--- src/rtl/sba_pkg.sv ---
// Shared definitions for the system bus arbiter.
// Assumes nothing beyond IEEE 1800-2017 packages.
package sba_pkg;
    localparam int unsigned SBA_IO_DEFAULT  = 4;
    localparam int unsigned SBA_IRQ_DEFAULT = 8;

    // Decision taken by the grant controller at each bus-clock edge
    typedef enum logic [1:0] {
        DEC_LOCK = 2'd0,
        DEC_HOLD = 2'd1,
        DEC_IO   = 2'd2,
        DEC_CPU  = 2'd3
    } arb_decision_e;
endpackage

--- src/rtl/sba_prio_pick.sv ---
// Fixed-priority picker: lowest set index wins.
// Purely combinational. Assumes N >= 1.
module sba_prio_pick #(
    parameter int unsigned N = 4
) (
    input  logic [N-1:0] req,
    output logic [N-1:0] onehot,
    output logic         any
);
    // Scan from the top so the lowest set index is written last
    always_comb begin
        onehot = '0;
        for (int i = N - 1; i >= 0; i--) begin
            if (req[i]) begin
                onehot    = '0;
                onehot[i] = 1'b1;
            end
        end
        any = |req;
    end
endmodule

--- src/rtl/sba_grant_ctrl.sv ---
// Bus grant register. The CPU is the default owner. Controllers outrank
// the CPU and keep the bus while they request. Lock freezes the grant.
// Assumes lock is driven only by the present owner.
module sba_grant_ctrl
    import sba_pkg::*;
#(
    parameter int unsigned NUM_IO = 4
) (
    input  logic              clk,
    input  logic              rst_n,
    input  logic [NUM_IO-1:0] io_req,
    input  logic              lock,
    output logic              cpu_gnt,
    output logic [NUM_IO-1:0] io_gnt
);
    localparam int unsigned GW = NUM_IO + 1;
    localparam logic [GW-1:0] CPU_ONLY = {1'b1, {NUM_IO{1'b0}}};

    logic [GW-1:0]     gnt_q;
    logic [GW-1:0]     gnt_d;
    logic [NUM_IO-1:0] pick_oh;
    logic              pick_any;
    logic              owner_req;
    arb_decision_e     dec;

    sba_prio_pick #(.N(NUM_IO)) u_pick (
        .req    (io_req),
        .onehot (pick_oh),
        .any    (pick_any)
    );

    // Choose how the next owner is found
    always_comb begin
        owner_req = |(gnt_q[NUM_IO-1:0] & io_req);
        if (lock)            dec = DEC_LOCK;
        else if (owner_req)  dec = DEC_HOLD;
        else if (pick_any)   dec = DEC_IO;
        else                 dec = DEC_CPU;
    end

    // Form the next grant vector from the decision
    always_comb begin
        case (dec)
            DEC_LOCK, DEC_HOLD: gnt_d = gnt_q;
            DEC_IO:             gnt_d = {1'b0, pick_oh};
            default:            gnt_d = CPU_ONLY;
        endcase
    end

    // Grant register, changing only on bus-clock edges
    always_ff @(posedge clk) begin
        if (!rst_n) gnt_q <= CPU_ONLY;
        else        gnt_q <= gnt_d;
    end

    assign cpu_gnt = gnt_q[NUM_IO];
    assign io_gnt  = gnt_q[NUM_IO-1:0];
endmodule

--- src/rtl/sba_irq_sel.sv ---
// Interrupt priority selector with a per-device enable register.
// Lowest enabled pending index wins. The output is registered every cycle.
// Assumes pending lines are synchronous to clk.
module sba_irq_sel #(
    parameter int unsigned NUM_IRQ = 8,
    localparam int unsigned IDW = (NUM_IRQ > 1) ? $clog2(NUM_IRQ) : 1
) (
    input  logic               clk,
    input  logic               rst_n,
    input  logic [NUM_IRQ-1:0] irq_pend,
    input  logic               irq_en_we,
    input  logic [NUM_IRQ-1:0] irq_en_wdata,
    output logic               irq_valid,
    output logic [IDW-1:0]     irq_id
);
    logic [NUM_IRQ-1:0] en_q;
    logic [NUM_IRQ-1:0] win_oh;
    logic               win_any;
    logic [IDW-1:0]     win_idx;

    sba_prio_pick #(.N(NUM_IRQ)) u_pick (
        .req    (irq_pend & en_q),
        .onehot (win_oh),
        .any    (win_any)
    );

    // Encode the one-hot winner into a binary identifier
    always_comb begin
        win_idx = '0;
        for (int i = 0; i < NUM_IRQ; i++) begin
            if (win_oh[i]) win_idx = win_idx | IDW'(i);
        end
    end

    // Enable register, loaded by its write strobe
    always_ff @(posedge clk) begin
        if (!rst_n)         en_q <= '1;
        else if (irq_en_we) en_q <= irq_en_wdata;
    end

    // Registered interrupt report
    always_ff @(posedge clk) begin
        if (!rst_n) begin
            irq_valid <= 1'b0;
            irq_id    <= '0;
        end else begin
            irq_valid <= win_any;
            irq_id    <= win_idx;
        end
    end
endmodule

--- src/rtl/sysbus_arbiter.sv ---
// Top level: central bus arbiter plus interrupt priority selector.
// Both paths are independent and share only clock and reset.
module sysbus_arbiter
    import sba_pkg::*;
#(
    parameter int unsigned NUM_IO  = SBA_IO_DEFAULT,
    parameter int unsigned NUM_IRQ = SBA_IRQ_DEFAULT,
    localparam int unsigned IDW = (NUM_IRQ > 1) ? $clog2(NUM_IRQ) : 1
) (
    input  logic               clk,
    input  logic               rst_n,
    input  logic [NUM_IO-1:0]  io_req,
    input  logic               lock,
    output logic               cpu_gnt,
    output logic [NUM_IO-1:0]  io_gnt,
    input  logic [NUM_IRQ-1:0] irq_pend,
    input  logic               irq_en_we,
    input  logic [NUM_IRQ-1:0] irq_en_wdata,
    output logic               irq_valid,
    output logic [IDW-1:0]     irq_id
);
    sba_grant_ctrl #(.NUM_IO(NUM_IO)) u_grant (
        .clk     (clk),
        .rst_n   (rst_n),
        .io_req  (io_req),
        .lock    (lock),
        .cpu_gnt (cpu_gnt),
        .io_gnt  (io_gnt)
    );

    sba_irq_sel #(.NUM_IRQ(NUM_IRQ)) u_irq (
        .clk          (clk),
        .rst_n        (rst_n),
        .irq_pend     (irq_pend),
        .irq_en_we    (irq_en_we),
        .irq_en_wdata (irq_en_wdata),
        .irq_valid    (irq_valid),
        .irq_id       (irq_id)
    );
endmodule

--- config.mk ---
export PLATFORM = sky130hd
export DESIGN_NAME = sysbus_arbiter
export DESIGN_NICKNAME = d
export VERILOG_FILES = /design/src/rtl/sba_pkg.sv /design/src/rtl/sba_prio_pick.sv /design/src/rtl/sba_grant_ctrl.sv /design/src/rtl/sba_irq_sel.sv /design/src/rtl/sysbus_arbiter.sv
export SDC_FILE = /design/constraint.sdc
export NUM_CORES = 1
export LEC_CHECK = 0
export ABC_AREA = 1
export BUFFER_PORTS_ARGS = -buffer_cell sky130_fd_sc_hd__buf_2
export CORE_MARGIN = 1
export CORE_UTILIZATION = 30
export CTS_CLUSTER_SIZE = 10
export DETAILED_ROUTE_END_ITERATION = 10
export GPL_ROUTABILITY_DRIVEN = 1
export PLACE_DENSITY = 0.56
export SETUP_SLACK_MARGIN = 0.15
export SYNTH_ARGS = -nofsm -noshare
export SYNTH_HDL_FRONTEND = slang
export SYNTH_SLANG_ARGS = --single-unit
--- constraint.sdc ---
create_clock -name clk -period 1.4 [get_ports clk]
set_input_delay 0.28 -clock clk [delete_from_list [all_inputs] [get_ports clk]]
set_output_delay 0.28 -clock clk [all_outputs]
set_load 0.01 [all_outputs]
==> summary.md <==
| Metric | Value |
|---|---|
| Post-layout worst setup margin | `0.3113 ns` |
| Die span in x | `51.69 um` |
| Max incr delay on CP | `0.38 ns` |
| Cell count after synthesis | `108` |
| Worst Hold Class | `in2reg` |
| Final min period | `1.089 ns` |
| TritonRoute pass-1 iters | `4` |
| DR WL/cell | `9.784 um` |
| Clk Latency, worst-skew pair | `0.28 ns` |
| Initial Util | `32.55%` |
| CP startpoint kind | `register` |
| Syn avg cell area | `6.858 um^2` |
| Max Cap Violations | `0` |
| Post-CTS Hold Fix Bufs | `0` |
| Synth warn | `0` |
| Syn nets | `132` |
| Relative slew slack | `84.36%` |
| Total CTS buffers | `3` |
| Vias per Instance | `4.538` |
| Worst path top cell family by delay | `flip-flops` |
| Status | `finished clean` |
| Sequential share of power | `54.3%` |
| Worst Path Max Fanout | `3` |
| R2R setup slack | `0.34 ns` |
| FF+latch count, synth | `17` |
| Post-DP Area | `933.4 um^2` |
| Sw frac | `28.76%` |
| H-tree levels | `1` |
| P per Cell Area | `1042 mW/mm^2` |
| Comb power frac | `20.2%` |
| HPWL Detailed | `1.309 mm` |
| Postcts setup bufs | `0` |
| Clk pwr share | `25.5%` |
| Final slew viol count | `0` |
| Remaining DRCs | `0` |
| Dpl cells | `167` |
| Layout cells sized above 1 | `29.37%` |
| CTS tree | `yes` |
| Fin. Hold Viols | `0` |
| Internal power | `0.7133 mW` |
| Placer's final routability congestion estimate | `0.7691` |
| Final setup fails | `0` |
| Post-synthesis sequential area ratio | `45.95%` |
| Distinct cells, synth | `17` |
| Largest net degree at the start of global routing | `11` |
| Final WL | `1.673 mm` |
| Net switching power | `0.2880 mW` |
| Fmax | `0.9186 GHz` |
| CP bufs+invs | `1` |
| Die area | `0.002672 mm^2` |
| Max clock buf depth | `2` |
| I/O Buffers | `32` |
| Commonest non-fill, non-tap cell in the layout | `nand2_1` |
| Area growth, synth to finish | `29.73%` |
| Worst VDD drop | `620.6 uV` |
| I/O pins | `33` |
| Synthesized area | `740.7 um^2` |
| Crit path kind | `reg2out` |
| Number of diodes | `0` |
| Worst Tran Pin Value | `0.2337 ns` |
| Clk root buf | `clkbuf_4` |
| Gr ovfl total | `0` |
| Pre-CTS setup slack | `0.2708 ns` |
| Worst clock skew | `0.004855 ns` |
| Required time worst endpoint | `1.12 ns` |
| Crit-path slowest cell | `dfxtp_1` |
| Leakage Power | `0.5259 nW` |
| RSZ-0062 raised after global routing | `false` |
| Die H | `51.69 um` |
| Fin area | `960.9 um^2` |
| First-pass GRT wire length | `2.994 mm` |
| Vias in the first global route | `753` |
| Sink Count | `17` |
| Core area | `0.002276 mm^2` |
| NumNets Final | `168` |
| Critical Path AT | `0.81 ns` |
| DRT iter0 DRCs | `10` |
| Power consumption | `1.001 mW` |
| Global Route Usage Sum | `14.86%` |
| Hold_ws | `0.2005 ns` |
| Row count | `17` |
| Initial antenna violation count | `0` |
| ANT nets after route | `0` |
| Setup TNS Final | `0 ns` |
| Most frequent cells in the layout | `nand2_1, buf_2, dfxtp_1, nand3_1, nor2_1` |
| Via count | `776` |
| Setup crit end kind | `output pin` |
| Post_cts resized | `0` |
| Worst path cell trace | `buf_2` |
| Worst-path clk slew | `0.10 ns` |
| Final core utilization | `42.22%` |
| Layout Cells excl Fill | `171` |
| Final clock period utilization by the worst path | `77.76%` |
==> cell type report <==
class	instances	area (um^2)
clock buffer	3	22.52
clock inverter	1	5.005
fill	238	1315
inverter	7	26.28
multi-input combinational	82	364.1
sequential	17	340.3
tap	28	35.03
timing repair buffer	33	167.7
==> Yosys cell counts <==
master    count  share of area, %
nor3_1        2               1.4
nand3_1      15                10
inv_1         6               3.0
nor2_4        1               1.5
o21ai_0       2               1.4
a31oi_1       1              0.85
nor2_1       14               7.1
dfxtp_1      17                46
inv_2         1              0.51
nand2_4       1               1.5
nand2_1      41                21
a21oi_1       1              0.68
nand2_2       1              0.85
o211ai_1      1               1.0
nand4_1       1              0.85
buf_2         2               1.4
a21oi_2       1               1.2
==> power groups by stage <==
| stage | Clock, mW | Combinational [mW] | Sequential, mW |
|---|---|---|---|
| 2_1_floorplan | 0 | 0.113 | 0.562 |
| 3_3_place_gp | 0 | 0.200 | 0.554 |
| 3_5_place_dp | 0 | 0.202 | 0.554 |
| 4_1_cts | 0.270 | 0.204 | 0.544 |
| 5_1_grt | 0.289 | 0.232 | 0.549 |
| 6_report | 0.255 | 0.202 | 0.544 |
==> path summary, 6_finish.rpt <==
path,start,to,cells after the start
setup / recovery,u_grant.gnt_q[2],io_gnt[2],1
setup reg to reg,u_grant.gnt_q[3],u_grant.gnt_q[1],6
hold reg to reg,u_irq.en_q[1],u_irq.en_q[1],2
hold / removal,irq_en_wdata[0],u_irq.en_q[0],3
==> routing by layer <==
metal  track usage [%]  vias up  wire (um)
li1                  -      416          -
met1             18.93      342        839
met2             23.59       16        756
met3             2.339        2         54
met4             8.559        0         23
met5                 0        -          0
==> cells by family (layout without fill, tap and decap cells) <==
family,count (synthesis),after routing,share of synthesized area [%]
flops,17,17,45.95
buf+inv,9,44,4.898
compound gates,6,6,5.068
simple gates,76,76,44.09
==> registers in the layout (all words and copies together) (netlist names) <==
signal,cells
u_irq.irq_valid,1
u_irq.en_q,8
u_grant.gnt_q,5
u_irq.irq_id,3
Note: power is estimated with default switching activity, not from simulation.
